**config.mk**
```make
export PLATFORM = sky130hd
export DESIGN_NAME = fp_ctrl_regs
export DESIGN_NICKNAME = d
export VERILOG_FILES = /design/src/rtl/fpcr_pkg.sv /design/src/rtl/fpcr_stat_reg.sv /design/src/rtl/fpcr_access.sv /design/src/rtl/fpcr_trap.sv /design/src/rtl/fp_ctrl_regs.sv
export SDC_FILE = /design/constraint.sdc
export NUM_CORES = 1
export LEC_CHECK = 0
export BUFFER_PORTS_ARGS = -buffer_cell sky130_fd_sc_hd__buf_4
export CORE_MARGIN = 2
export CORE_UTILIZATION = 48
export DETAILED_ROUTE_END_ITERATION = 10
export PLACE_DENSITY = 0.84
export REMOVE_ABC_BUFFERS = 1
export SYNTH_ARGS = -nofsm -noshare
export SYNTH_HDL_FRONTEND = slang
export SYNTH_SLANG_ARGS = --single-unit
export TNS_END_PERCENT = 50
```
**constraint.sdc**
```tcl
create_clock -name clk -period 3.4 [get_ports clk]
set_input_delay 0.17 -clock clk [delete_from_list [all_inputs] [get_ports clk]]
set_output_delay 0.17 -clock clk [all_outputs]
set_load 0.005 [all_outputs]
```
**src/rtl/fpcr_pkg.sv**
```systemverilog
package fpcr_pkg;
    localparam int XLEN = 32;
    localparam int NEXC = 6;

    typedef enum logic [2:0] {
        SEL_IDENT = 3'd0,
        SEL_STAT  = 3'd1,
        SEL_FEAT0 = 3'd2,
        SEL_FEAT1 = 3'd3,
        SEL_ENA   = 3'd4
    } reg_sel_e;

    typedef enum logic [1:0] {
        CMP_LT = 2'd0,
        CMP_EQ = 2'd1,
        CMP_GT = 2'd2,
        CMP_UN = 2'd3
    } cmp_e;

    typedef enum logic [1:0] {
        IC_ARITH = 2'd0,
        IC_CMP   = 2'd1,
        IC_CVT   = 2'd2,
        IC_SIMD  = 2'd3
    } iclass_e;

    localparam logic [XLEN-1:0] STAT_WMASK = 32'hFFF7_009F;
    localparam int ENA_BIT  = 30;
    localparam int QC_BIT   = 27;
    localparam int IDC_BIT  = 7;

    typedef struct packed {
        logic [XLEN-1:0] stat;
    } stat_state_t;

    typedef struct packed {
        logic            en;
        logic            fault;
        logic [XLEN-1:0] rdata;
    } gate_state_t;

    function automatic logic [3:0] nzcv_of(input logic [1:0] res);
        logic [3:0] f;
        case (cmp_e'(res))
            CMP_LT:  f = 4'b1000;
            CMP_EQ:  f = 4'b0110;
            CMP_GT:  f = 4'b0010;
            default: f = 4'b0011;
        endcase
        return f;
    endfunction
endpackage

```
**src/rtl/fpcr_stat_reg.sv**
```systemverilog
module fpcr_stat_reg
    import fpcr_pkg::*;
(
    input  logic                 clk,
    input  logic                 rst_n,
    input  logic                 wr_en,
    input  logic [XLEN-1:0]      wdata,
    input  logic                 cmp_valid,
    input  logic [1:0]           cmp_res,
    input  logic [NEXC-1:0]      exc_set,
    input  logic                 sat_set,
    output logic [XLEN-1:0]      stat_q
);
    stat_state_t st_d, st_q;

    always_comb begin
        st_d = st_q;
        // software write first, masked to the implemented bits
        if (wr_en) begin
            st_d.stat = wdata & STAT_WMASK;
        end
        // compare flags override the write for the top nibble
        if (cmp_valid) begin
            st_d.stat[31:28] = nzcv_of(cmp_res);
        end
        // sticky sets are ORed on top of whatever was written
        st_d.stat[QC_BIT]  = st_d.stat[QC_BIT]  | sat_set;
        st_d.stat[IDC_BIT] = st_d.stat[IDC_BIT] | exc_set[NEXC-1];
        st_d.stat[NEXC-2:0] = st_d.stat[NEXC-2:0] | exc_set[NEXC-2:0];
    end

    always_ff @(posedge clk) begin
        if (!rst_n) begin
            st_q <= '0;
        end else begin
            st_q <= st_d;
        end
    end

    assign stat_q = st_q.stat;
endmodule

```
**src/rtl/fpcr_access.sv**
```systemverilog
module fpcr_access
    import fpcr_pkg::*;
#(
    parameter logic [XLEN-1:0] ID_VALUE    = 32'h5A12_3401,
    parameter logic [XLEN-1:0] FEAT0_VALUE = 32'h1011_0222,
    parameter logic [XLEN-1:0] FEAT1_VALUE = 32'h1111_1111,
    parameter int              PRIV_W      = 2,
    parameter int              MIN_PRIV    = 1
)(
    input  logic                 clk,
    input  logic                 rst_n,
    input  logic                 acc_valid,
    input  logic                 acc_write,
    input  logic [2:0]           acc_sel,
    input  logic [PRIV_W-1:0]    acc_priv,
    input  logic [XLEN-1:0]      acc_wdata,
    input  logic [XLEN-1:0]      stat_q,
    output logic                 stat_wr,
    output logic [XLEN-1:0]      rd_data,
    output logic                 fault,
    output logic                 unit_en
);
    gate_state_t g_d, g_q;
    logic        privileged;
    logic        allowed;
    reg_sel_e    sel;

    always_comb begin
        sel        = reg_sel_e'(acc_sel);
        privileged = (sel == SEL_IDENT) || (sel == SEL_FEAT0) ||
                     (sel == SEL_FEAT1) || (sel == SEL_ENA);
        allowed    = !privileged || (int'(acc_priv) >= MIN_PRIV);
        stat_wr    = acc_valid && acc_write && (sel == SEL_STAT);

        g_d        = g_q;
        g_d.fault  = acc_valid && privileged && !allowed;
        g_d.rdata  = '0;
        if (acc_valid && acc_write && allowed && (sel == SEL_ENA)) begin
            g_d.en = acc_wdata[ENA_BIT];
        end
        if (acc_valid && !acc_write && allowed) begin
            case (sel)
                SEL_IDENT: g_d.rdata = ID_VALUE;
                SEL_STAT:  g_d.rdata = stat_q;
                SEL_FEAT0: g_d.rdata = FEAT0_VALUE;
                SEL_FEAT1: g_d.rdata = FEAT1_VALUE;
                SEL_ENA:   g_d.rdata[ENA_BIT] = g_q.en;
                default:   g_d.rdata = '0;
            endcase
        end
    end

    always_ff @(posedge clk) begin
        if (!rst_n) begin
            g_q <= '0;
        end else begin
            g_q <= g_d;
        end
    end

    assign rd_data = g_q.rdata;
    assign fault   = g_q.fault;
    assign unit_en = g_q.en;
endmodule

```
**src/rtl/fpcr_trap.sv**
```systemverilog
module fpcr_trap
    import fpcr_pkg::*;
(
    input  logic       insn_valid,
    input  logic [1:0] insn_class,
    input  logic       unit_en,
    input  logic [2:0] vec_len,
    input  logic [1:0] vec_stride,
    output logic       undef
);
    logic vec_set;
    logic is_arith;

    always_comb begin
        vec_set  = (vec_len != '0) || (vec_stride != '0);
        is_arith = (iclass_e'(insn_class) == IC_ARITH);
        undef    = insn_valid && (!unit_en || (is_arith && vec_set));
    end
endmodule

```
**src/rtl/fp_ctrl_regs.sv**
```systemverilog
module fp_ctrl_regs
    import fpcr_pkg::*;
#(
    parameter logic [31:0] ID_VALUE    = 32'h5A12_3401,
    parameter logic [31:0] FEAT0_VALUE = 32'h1011_0222,
    parameter logic [31:0] FEAT1_VALUE = 32'h1111_1111,
    parameter int          MIN_PRIV    = 1
)(
    input  logic        clk,
    input  logic        rst_n,
    input  logic        acc_valid,
    input  logic        acc_write,
    input  logic [2:0]  acc_sel,
    input  logic [1:0]  acc_priv,
    input  logic [31:0] acc_wdata,
    input  logic        cmp_valid,
    input  logic [1:0]  cmp_res,
    input  logic [5:0]  exc_pulse,
    input  logic        sat_pulse,
    input  logic        insn_valid,
    input  logic [1:0]  insn_class,
    output logic [31:0] rd_data,
    output logic [1:0]  round_mode,
    output logic        flush_zero,
    output logic        default_nan,
    output logic        alt_half,
    output logic        unit_en,
    output logic        access_fault,
    output logic        undef_trap
);
    logic [XLEN-1:0] stat_q;
    logic            stat_wr;

    fpcr_stat_reg u_stat (
        .clk       (clk),
        .rst_n     (rst_n),
        .wr_en     (stat_wr),
        .wdata     (acc_wdata),
        .cmp_valid (cmp_valid),
        .cmp_res   (cmp_res),
        .exc_set   (exc_pulse),
        .sat_set   (sat_pulse),
        .stat_q    (stat_q)
    );

    fpcr_access #(
        .ID_VALUE    (ID_VALUE),
        .FEAT0_VALUE (FEAT0_VALUE),
        .FEAT1_VALUE (FEAT1_VALUE),
        .PRIV_W      (2),
        .MIN_PRIV    (MIN_PRIV)
    ) u_access (
        .clk       (clk),
        .rst_n     (rst_n),
        .acc_valid (acc_valid),
        .acc_write (acc_write),
        .acc_sel   (acc_sel),
        .acc_priv  (acc_priv),
        .acc_wdata (acc_wdata),
        .stat_q    (stat_q),
        .stat_wr   (stat_wr),
        .rd_data   (rd_data),
        .fault     (access_fault),
        .unit_en   (unit_en)
    );

    fpcr_trap u_trap (
        .insn_valid (insn_valid),
        .insn_class (insn_class),
        .unit_en    (unit_en),
        .vec_len    (stat_q[18:16]),
        .vec_stride (stat_q[21:20]),
        .undef      (undef_trap)
    );

    assign alt_half    = stat_q[26];
    assign default_nan = stat_q[25];
    assign flush_zero  = stat_q[24];
    assign round_mode  = stat_q[23:22];
endmodule

```
==> results of run 1 <==
critical path, cell delays in order (launching register included):
cell	delay, ns
dfxtp_1	0.33
or4_1	0.51
o21ai_0	0.15
a21boi_0	0.11
buf_4	0.14
cell families (layout without fill, tap and decap cells):
group                  after synthesis  after routing
buffers and inverters               27             89
flip-flops                          48             48
AND/OR/NAND/NOR                     67             67
AO/OA/AOI/OAI                       60             60
other                                1              5
synthesized netlist by cell type:
cell | instances | area [um^2]
dfxtp_1 | 48 | 961
nor2_1 | 24 | 90.1
o21ai_0 | 22 | 110
a21oi_1 | 14 | 70.1
nand3_1 | 12 | 60.1
and2_1 | 10 | 62.6
buf_4 | 9 | 67.6
o311a_1 | 8 | 80.1
clkbuf_1 | 7 | 26.3
nand2_1 | 6 | 22.5
inv_1 | 5 | 18.8
a21o_1 | 4 | 30.0
buf_2 | 4 | 20.0
a211oi_1 | 3 | 22.5
nor4_1 | 3 | 18.8
a21boi_0 | 2 | 15.0
nand2b_1 | 2 | 12.5
nor3_1 | 2 | 10.0
a2111o_1 | 1 | 11.3
a211o_1 | 1 | 8.76
a221oi_1 | 1 | 8.76
a22o_1 | 1 | 8.76
a311o_1 | 1 | 10.0
a31oi_1 | 1 | 6.26
and3_1 | 1 | 6.26
and4b_1 | 1 | 10.0
buf_1 | 1 | 3.75
buf_6 | 1 | 11.3
conb_1 | 1 | 3.75
nand2b_4 | 1 | 13.8
nand4b_1 | 1 | 8.76
nand4bb_1 | 1 | 11.3
o31ai_1 | 1 | 7.51
or2_4 | 1 | 8.76
or4_1 | 1 | 7.51
or4b_1 | 1 | 10.0
report_power, final:
group | switching [mW] | internal [mW] | total [mW]
clock | 0.176 | 0.181 | 0.357
sequential | 0.00686 | 0.576 | 0.583
combinational | 0.0509 | 0.0562 | 0.107
total | 0.234 | 0.813 | 1.05
placed cells by master, fill, tap and decap left out:
master     Yosys  routed
clkbuf_8       0       7
and4b_1        1       1
nand3_1       12      12
nand2b_1       2       2
buf_4          9      77
or2_4          1       1
a311o_1        1       1
a211o_1        1       1
a21oi_1       14      14
nand4b_1       1       1
or4b_1         1       1
dfxtp_1       48      48
nor3_1         2       2
o21ai_0       22      22
inv_1          5       5
and2_1        10      10
a21boi_0       2       2
a2111o_1       1       1
a21o_1         4       4
o311a_1        8       8
a221oi_1       1       1
nand2b_4       1       1
conb_1         1       5
a31oi_1        1       1
a211oi_1       3       3
nor2_1        24      24
nand2_1        6       6
nand4bb_1      1       1
nor4_1         3       3
and3_1         1       1
or4_1          1       1
o31ai_1        1       1
a22o_1         1       1
layout make-up:
type	count	area, um^2	share of cell area, %
Clock buffer	7	96.3	3.89
Inverter	5	18.8	0.758
Multi-Input combinational cell	132	761	30.7
Sequential cell	48	961	38.8
Tap cell	48	60.1	2.43
Timing Repair Buffer	77	578	23.4
per-layer routing:
layer,vias up,GRT usage (%)
li1,834,-
met1,770,24.6
met2,66,35.1
met3,5,5.28
met4,0,8.16
met5,-,0
path summary, 6_finish.rpt:
check / end / slack (ns)
hold / removal: u_stat.stat_q[3] / 0.12
hold reg to reg: u_access.rd_data[7] / 0.46
setup / recovery: undef_trap / 1.70
setup reg to reg: u_stat.stat_q[30] / 2.52
registers in the layout (all words and copies together), names as in the netlist:
register / cells
u_stat.stat_q: 21
u_access.rd_data: 25
u_access.unit_en: 1
u_access.fault: 1
metrics by stage:
step | power (mW) | area (um^2) | util [%]
floorplan | 0.634 | 1740 | -
global placement | 0.700 | 2380 | 64.5
detailed placement | 0.702 | 2380 | 64.5
CTS | 1.05 | 2470 | 67.1
global route | 1.08 | 2470 | 67.1
finish | 1.05 | 2470 | 67.1
==> summary by stage, run 1 <==
Detailed routing
Dividing the detail-routed wire length by the instance count gives between 10 and 15 um. The count of nets left with antenna violations once routing finished came out at 0. After detailed routing, the number of remaining DRC violations is 0.

The detailed-route vias per instance is approximately 5.3. The detailed router placed around 1,700 vias in this run. Wire segments on met2 add up to 2110 um in the final route.

After detailed routing, no signal wire sits above met4. The detailed-route wire length on metal 1 is 1830 um. After detailed routing, the total wire length is ~4300 um.

The first detailed-routing pass ran for 4 iterations. Summed over all nets, wire length on met3 after detailed routing comes to about 340 um. The initial detailed-routing violation count is between 70 and 80.

Worst setup path
The number of cells on the worst reg-to-reg path is 2. The kind of start point of the critical path is a flop. Data on the critical path arrives at its endpoint at around 1.5 ns. The critical path capture point type is an output port. The reg-to-reg critical path startpoint is u_stat.stat_q[30]. The category of the critical setup timing path is reg2out. The highest fanout seen on the critical path is 3.

The critical path launch point is u_stat.stat_q[17]. The data required time of the critical path is 3.23 ns.

Synthesis
The number of unique standard cell types used by synthesis is 36. The share of the Yosys chip area taken by registers is 51.8%. The main combinational cell family by area after synthesis is compound AO/OA/AOI/OAI gates. The post-synthesis instance area is around 1900 um^2. In the synthesized netlist, the number of instances is around 200. The multiplexer fraction of the synthesized cell area is 0%. The post-synthesis compound-gate area fraction is 21.0%. The fraction of the mapped netlist area in simple logic gates is 19.0%. The synthesized flop and latch total is 48. After Yosys synthesis, XOR and XNOR cells account for 0% of the synthesized area. The post-synthesis share of cell area spent on full adders, half adders and majority gates is 0%. The mean cell area of the mapped netlist is 9.13 um^2. Yosys printed 0 warnings.

STA
The worst pin sits at a relative slew slack of between 40% and 50%. Of the available clock period, the critical path in the final layout requires between 50% and 60%. The worst hold-check slack is 0.122 ns.

The max-slew violation count came to 0. Setup repair after global routing left no endpoint under its margin. The final count of hold timing violations came to 0. The final critical-path setup slack is ~1.7 ns. Based on the critical path, the design can be clocked at up to ~0.6 GHz.

The final critical delay including setup and external delays is 1.70 ns. On the final layout, the worst clock skew is 0.00285 ns. The slew at the pin with the worst max-slew slack is roughly 0.84 ns. The number of endpoints failing setup at the final stage is 0. The post-route setup TNS is 0 ns.

Clock tree
Once the clock tree was built, the resizer swapped 0 gates to a different size. The H-tree depth is 2. The root buffer cell chosen for the clock tree is clkbuf_8. Buffers inserted to repair hold after CTS numbered 0. The number of buffers inserted by post-CTS setup repair is 0. The clock transition at the register clock pins on the worst setup and hold paths after CTS is approximately 0.08 ns. The number of buffers added by the clock tree synthesis step is 5. The source-to-sink clock delay at the later pin of the worst-skew pair is roughly 0.30 ns. The sink count of the clock tree is 48. The maximum clock insertion buffer count is 2. The clock tree from TritonCTS is yes.

Global route
Entering global routing, the biggest net connects 27 pins. The initial antenna violation count is 0. Global routing consumed, over all layers together, just over 20% of the routing resources. The via count of the first global-routing pass is around 1,600.

After global routing the overflow that remains totals 0. The wire length of the first global-routing pass is 6870 um.

Cells and area
The total number of nets in the final design is ~320. The area added between synthesis and finish is 33.5%. After filler insertion, the fill cell instance count of the layout stands at between 300 and 400. After the flow finishes, the layout carries non-filler instances totaling approximately 320. Cells with a size suffix above 1 make up a little under a third of the layout. The antenna diode instance count is 0.

Die
The starting density of the core is about half. The die is 66.2 um wide. The number of cell rows is 22. The core region is between 3000 and 4000 um^2. The number of placed I/O pins is 94. The floorplan step set the die height to around 66 um. The die covers between 4000 and 5000 um^2.

Outcome
The run finished with clean final reports.

Power and ir drop
Summed over all cells, the static leakage comes to roughly 1.1 nW. The total power density per cell area is approximately 420 nW/um^2. The highest ir drop seen on vdd is 0.275 mV.

Placement
The post-detailed-placement half-perimeter wirelength is around 3100 um. The setup slack after placement is about 1.6 ns. During placement, the flow inserted port buffers numbering between 70 and 80. The placed cell count is between 300 and 400. At the end of routability-driven placement, the weighted congestion stood at 0.868.

Worst hold path
The worst min-delay path class is in2reg. The count of cells along the worst hold path is 2. The worst hold path begins at acc_wdata[3].

Flow run
The tool flagged a number of max-cap violations equal to 0.
Power figures use the tool's default switching activity.
==> run 2: changes to the inputs <==
CORE_UTILIZATION = 45   (was 48)
PLACE_DENSITY = 0.79   (was 0.84)
clock period = 1.7 ns   (was 3.4 ns; I/O delays follow)
==> summary by stage, run 2 (synthesis gave the netlist of run 1 again) <==
Detailed routing
The number of nets still failing antenna checks after routing was 0 (unchanged). The number of iterations in the first detailed-routing pass is 4 (unchanged). The detailed-route vias per instance is 5.22 (-1.2%). The initial detailed-routing violation count came to 129 (+65%). The routed wirelength normalized by instance count is 13.4 um (-2.2%). The total via count after detailed routing was 1,697 (+1.3%). The post-route DRC violation count is 0 (unchanged). The final wirelength is 4350 um (+0.25%).

Cells and area
The total number of nets in the final design is 328 (+1.5%). The area added between synthesis and finish is 35.5%. The design area is 2510 um^2 (+1.5%). The layout cell share with drive strength beyond 1 is 33.1% (+1.1 points). The flip-flop count of the largest register after layout is 25 (unchanged). The share of the core filled with cells in the final layout was 63.3% (-3.8 points).

The library cell used most frequently in the layout, excluding fill and tap cells, is buf_4. The antenna diode instance count is 0 (unchanged). The post-route non-filler standard cell count came to 325 (+2.5%). The library cells used most frequently in the layout, excluding fill and tap cells, are buf_4, dfxtp_1, nor2_1.

Clock tree
The clock tree from TritonCTS is yes. The source-to-sink clock delay at the later pin of the worst-skew pair is 0.30 ns (about the same). The count of instances resized after the clock tree is built is 0 (unchanged). The tree is rooted in a clkbuf_8. The number of buffers inserted by post-CTS setup repair is 0 (unchanged). The number of hold buffers added after cts was 0 (unchanged). The number of buffers added by the clock tree synthesis step was 5 (unchanged). The clock transition at the register clock pins on the worst setup and hold paths after CTS is 0.08 ns (about the same). The sink count of the clock tree is 48 (unchanged). The H-tree depth came to 2 (unchanged). The maximum clock insertion buffer count came to 2 (unchanged).

Placement
The placed cell count is 317 (+2.3%). The post-detailed-placement half-perimeter wirelength is 3180 um (+4.2%). The count of port buffers added during placement came to 77 (unchanged). The placed cell area was 2420 um^2 (+1.7%). The setup slack after placement is 0.295 ns (-1.33 ns). The weighted congestion reported at the end of routability-driven placement was 0.876 (+1.0%).

Global route
The wire length of the first global-routing pass is 7130 um (+3.8%). The final global-route overflow total was 0 (unchanged). The pin count of the biggest net entering global routing is 27 (unchanged). The initial antenna violation count is 0 (unchanged). The via count of the first global-routing pass came to 1,541 (-2.4%). The total global routing track utilization is 21.1% (+0.46 points).

Die
The number of cell rows came to 23 (+4.5%). The starting density of the core is 46.7% (-3.6 points). The number of placed I/O pins came to 94 (unchanged). The die width is 68.2 um (+3.1%). The chip height is 68.2 um (+3.1%). The total core area is 3970 um^2 (+7.7%). The die outline area is 4650 um^2 (+6.2%).

STA
The final critical-path setup slack is 0.0998 ns (-1.60 ns). The slew at the pin with the worst max-slew slack came to 0.588 ns (-0.255 ns). The clock skew after layout is 0.00456 ns (+0.00171 ns). Based on the critical path, the design can be clocked at up to around 0.62 GHz. The number of endpoints failing setup at the final stage is 0 (unchanged). The final count of hold timing violations came to 0 (unchanged). The post-route setup TNS is 0 ns (unchanged). Setup repair after global routing left no endpoint under its margin. Subtracting the final worst setup slack from the clock period gives about 1.6 ns. The worst relative slew slack was 60.6% (+17 points).

The final clock period utilization by the worst path is between 90% and 100%. The max-slew violation count is 0 (unchanged).

Flow run
The max-capacitance violation count is 0 (unchanged).

Worst setup path
The stage delay of the slowest cell on the critical path came to 0.51 ns (about the same). The critical path capture point type is an output port. The kind of start point of the critical path is a flop. On the critical path, the stage with the largest delay is an instance of or4_1. The worst setup path is of the reg2out kind. The highest fanout seen on the critical path is 3 (unchanged). The data required time of the critical path was 1.62 ns (-1.61 ns). The critical path goes through or4_1 -> o21ai_0 -> a21boi_0 -> buf_4. The arrival time of the worst setup path came to 1.52 ns (about the same).

Power and ir drop
The total power density per cell area is 826 nW/um^2 (+95%). The highest ir drop seen on vdd came to 0.473 mV (+72%). The leakage power was 1.15 nW (+1.7%).

Worst hold path
The worst min-delay path class is in2reg.

Outcome
The flow ran to the end, and the final reports show no timing, DRC or antenna violations.
[run 2: critical path, delay by kind of cell (launching register included)]
kind	cells	cell delay (ns)
DFF	1	0.33
buffers and inverters	1	0.14
and+or+nand+nor	1	0.51
AOI/OAI and AO/OA	2	0.24
[run 2: final timing paths]
| path | from | endpoint | slack (ns) | depth (start not counted) |
|---|---|---|---|---|
| max | u_stat.stat_q[17] | undef_trap | 0.1 | 4 |
| min | acc_wdata[2] | u_stat.stat_q[2] | 0.04 | 2 |
| max reg2reg | u_stat.stat_q[30] | u_stat.stat_q[30] | 0.83 | 2 |
| min reg2reg | u_stat.stat_q[7] | u_access.rd_data[7] | 0.46 | 1 |
[run 2: metrics by stage]
step	total power [mW]	hold WS (ns)
2_1_floorplan	1.27	0.176
3_3_place_gp	1.40	0.341
3_5_place_dp	1.41	0.343
4_1_cts	2.09	0.0305
5_1_grt	2.17	0.0239
6_report	2.07	0.0365
[run 2: layout make-up]
| cell class | instances | area [um^2] |
|---|---|---|
| Fill cell | 363 | 1460 |
| Sequential cell | 48 | 961 |
| Multi-Input combinational cell | 132 | 761 |
| Timing Repair Buffer | 82 | 616 |
| Clock buffer | 7 | 86.3 |
| Tap cell | 50 | 62.6 |
| Inverter | 5 | 18.8 |
| Clock inverter | 1 | 7.51 |
[run 2: where the power goes]
group / internal, mW / switching (mW)
Combinational: 0.116 / 0.102
Clock: 0.331 / 0.362
Sequential: 1.15 / 0.0126
Total: 1.60 / 0.477
[run 2: routing by layer]
layer	wire, um	track usage, %	vias to the layer above
met4	59	7.50	0
met5	0	0	-
met3	336	6.25	7
met1	1770	25.5	791
met2	2180	35.3	58
li1	-	-	841
==> run 3: changes to the inputs <==
CTS_BUF_LIST = sky130_fd_sc_hd__clkbuf_16   (was not set)
==> summary by stage, run 3 (synthesis gave the netlist of run 1 again) <==
Outcome
The run finished with clean final reports.

Worst setup path
The highest fanout seen on the critical path was 3 (unchanged). The arrival time of the worst setup path is 1.50 ns (-0.02 ns). The worst setup path is launched from a flop. Tracing the worst setup path back leads to its startpoint at u_stat.stat_q[17]. In this run the worst setup path terminates at undef_trap. The data required time of the critical path is 1.62 ns (about the same). The startpoint identified for the worst register-to-register timing path is u_stat.stat_q[30].

The worst setup slack for register-to-register paths is 0.83 ns (about the same). The number of cells on the worst reg-to-reg path is 2 (unchanged). The setup path with the least slack is of type reg2out.

In this run the critical register-to-register path is captured at u_stat.stat_q[30]. STA classifies the critical path endpoint as an output port.

Flow run
The max-capacitance violation count came to 0 (unchanged).

Cells and area
The layout cell share with drive strength beyond 1 is 32.7% (-0.36 points). From synthesis to final layout, the design area changed by 38.0%. The area of all sequential standard cells is 961 um^2 (unchanged). The library cells used most frequently in the layout, excluding fill and tap cells, are buf_4, dfxtp_1, nor2_1.

The total number of nets in the final design is 328 (unchanged). The number of filler instances in the final layout was 354 (-2.5%). The total area of multi-input combinational cells is 761 um^2 (unchanged). The flip-flop count of the largest register after layout is 25 (unchanged). The antenna diode instance count is 0 (unchanged).

The most common library cell in the layout ignoring fill and taps is buf_4.

Global route
The final global-route overflow total is 0 (unchanged). The wire length of the first global-routing pass was 7130 um (about the same). The pin count of the biggest net entering global routing is 27 (unchanged).

The initial antenna violation count is 0 (unchanged). The total global routing track utilization came to 20.8% (-0.25 points). The via count of the first global-routing pass is 1,551 (+0.65%).

Clock tree
The number of buffers added by the clock tree synthesis step is 5 (unchanged). The clock tree from TritonCTS is yes. The clock transition at the register clock pins on the worst setup and hold paths after CTS is 0.06 ns (-0.02 ns). The H-tree depth came to 2 (unchanged). The clock tree root driver cell is clkbuf_16. The number of hold buffers added after cts is 0 (unchanged).

The number of buffers inserted by post-CTS setup repair was 0 (unchanged). The maximum clock insertion buffer count was 2 (unchanged). The count of instances resized after the clock tree is built is 0 (unchanged).

The sink count of the clock tree came to 48 (unchanged). The source-to-sink clock delay at the later pin of the worst-skew pair came to 0.28 ns (-0.02 ns).

Placement
The post-detailed-placement half-perimeter wirelength is 3180 um (unchanged). The weighted congestion reported at the end of routability-driven placement was 0.876 (unchanged). The count of port buffers added during placement came to 77 (unchanged).

STA
The clock skew after layout came to 0.00232 ns (-0.00224 ns). The worst hold-check slack came to 0.0530 ns (+0.0164 ns). The maximum achievable frequency is 0.633 GHz (+1.3%).

The post-route setup TNS is 0 ns (unchanged). The max-slew violation count was 0 (unchanged). The final clock period utilization by the worst path came to 92.9% (-1.2 points). The number of endpoints failing setup at the final stage is 0 (unchanged). The final critical delay including setup and external delays is 1.58 ns (-0.0202 ns). The slew at the pin with the worst max-slew slack is 0.580 ns (-0.00825 ns). The final count of hold timing violations is 0 (unchanged).

The worst relative slew slack is 61.2% (+0.55 points). Setup repair after global routing left no endpoint under its margin.

Detailed routing
The number of nets still failing antenna checks after routing is 0 (unchanged). The number of iterations in the first detailed-routing pass is 4 (unchanged). The post-route DRC violation count came to 0 (unchanged). The routed wirelength normalized by instance count is 13.7 um (+2.3%).

The total via count after detailed routing was 1,705 (+0.47%). The initial detailed-routing violation count is 140 (+8.5%). The final wirelength was 4450 um (+2.3%). The detailed-route vias per instance is 5.25 (+0.47%).

Die
The die width is 68.2 um (unchanged). The total core area came to 3970 um^2 (unchanged). The die outline area is 4650 um^2 (unchanged). The number of cell rows is 23 (unchanged). The number of placed I/O pins is 94 (unchanged). The chip height is 68.2 um (unchanged). The starting density of the core was 46.7% (unchanged).

Power and ir drop
The leakage power is 1.18 nW (+2.1%). The total power density per cell area is 903 nW/um^2 (+9.3%). The highest ir drop seen on vdd is 0.503 mV (+6.3%).

Worst hold path
The worst min-delay path class is in2reg.
[run 3: worst min path at each step]
| stage | start | endpoint | slack [ns] | cells past startpoint |
|---|---|---|---|---|
| detailed placement | acc_wdata[1] | u_stat.stat_q[1] | 0.34 | 2 |
| CTS | acc_wdata[1] | u_stat.stat_q[1] | 0.05 | 2 |
| finish | acc_wdata[1] | u_stat.stat_q[1] | 0.05 | 2 |
| global route | acc_wdata[2] | u_stat.stat_q[2] | 0.05 | 2 |
| global placement | acc_wdata[7] | u_stat.stat_q[7] | 0.34 | 2 |
| floorplan | acc_sel[1] | u_access.fault | 0.18 | 1 |
[run 3: power breakdown]
group          internal (mW)  switching [mW]  total (mW)
clock network          0.534           0.392       0.926
logic                  0.116           0.103       0.219
registers               1.15          0.0126        1.17
[run 3: per-stage QoR]
step / util [%] / area [um^2] / total power [mW] / worst slack [ns] / cells
global route: 64.4 / 2560 / 2.39 / 0.0580 / 325
global placement: 60.9 / 2420 / 1.40 / 0.329 / 317
floorplan: - / 1740 / 1.27 / 0.526 / 185
detailed placement: 60.9 / 2420 / 1.41 / 0.295 / 317
CTS: 64.4 / 2560 / 2.32 / 0.110 / 325
finish: 64.4 / 2560 / 2.31 / 0.120 / 325
[run 3: final cells by class]
class	count	area share [%]
timing repair buffer	82	24.1
multi-input combinational	132	29.7
inverter	5	0.733
clock inverter	3	0.587
sequential	48	37.6
clock buffer	5	4.89
tap	50	2.44
[run 3: worst max-delay path, cell delays in order, from the launching register on]
cell and delay (ns):
dfxtp_1 0.32, or4_1 0.51, o21ai_0 0.14, a21boi_0 0.10, buf_4 0.14
[run 3: layer usage]
metal  wire length (um)  GRT usage, %  vias to the layer above
met1               1800          25.5                      798
li1                   -             -                      842
met2               2270          35.6                       58
met4                 68          8.25                        0
met3                308          4.28                        7
met5                  0             0                        -
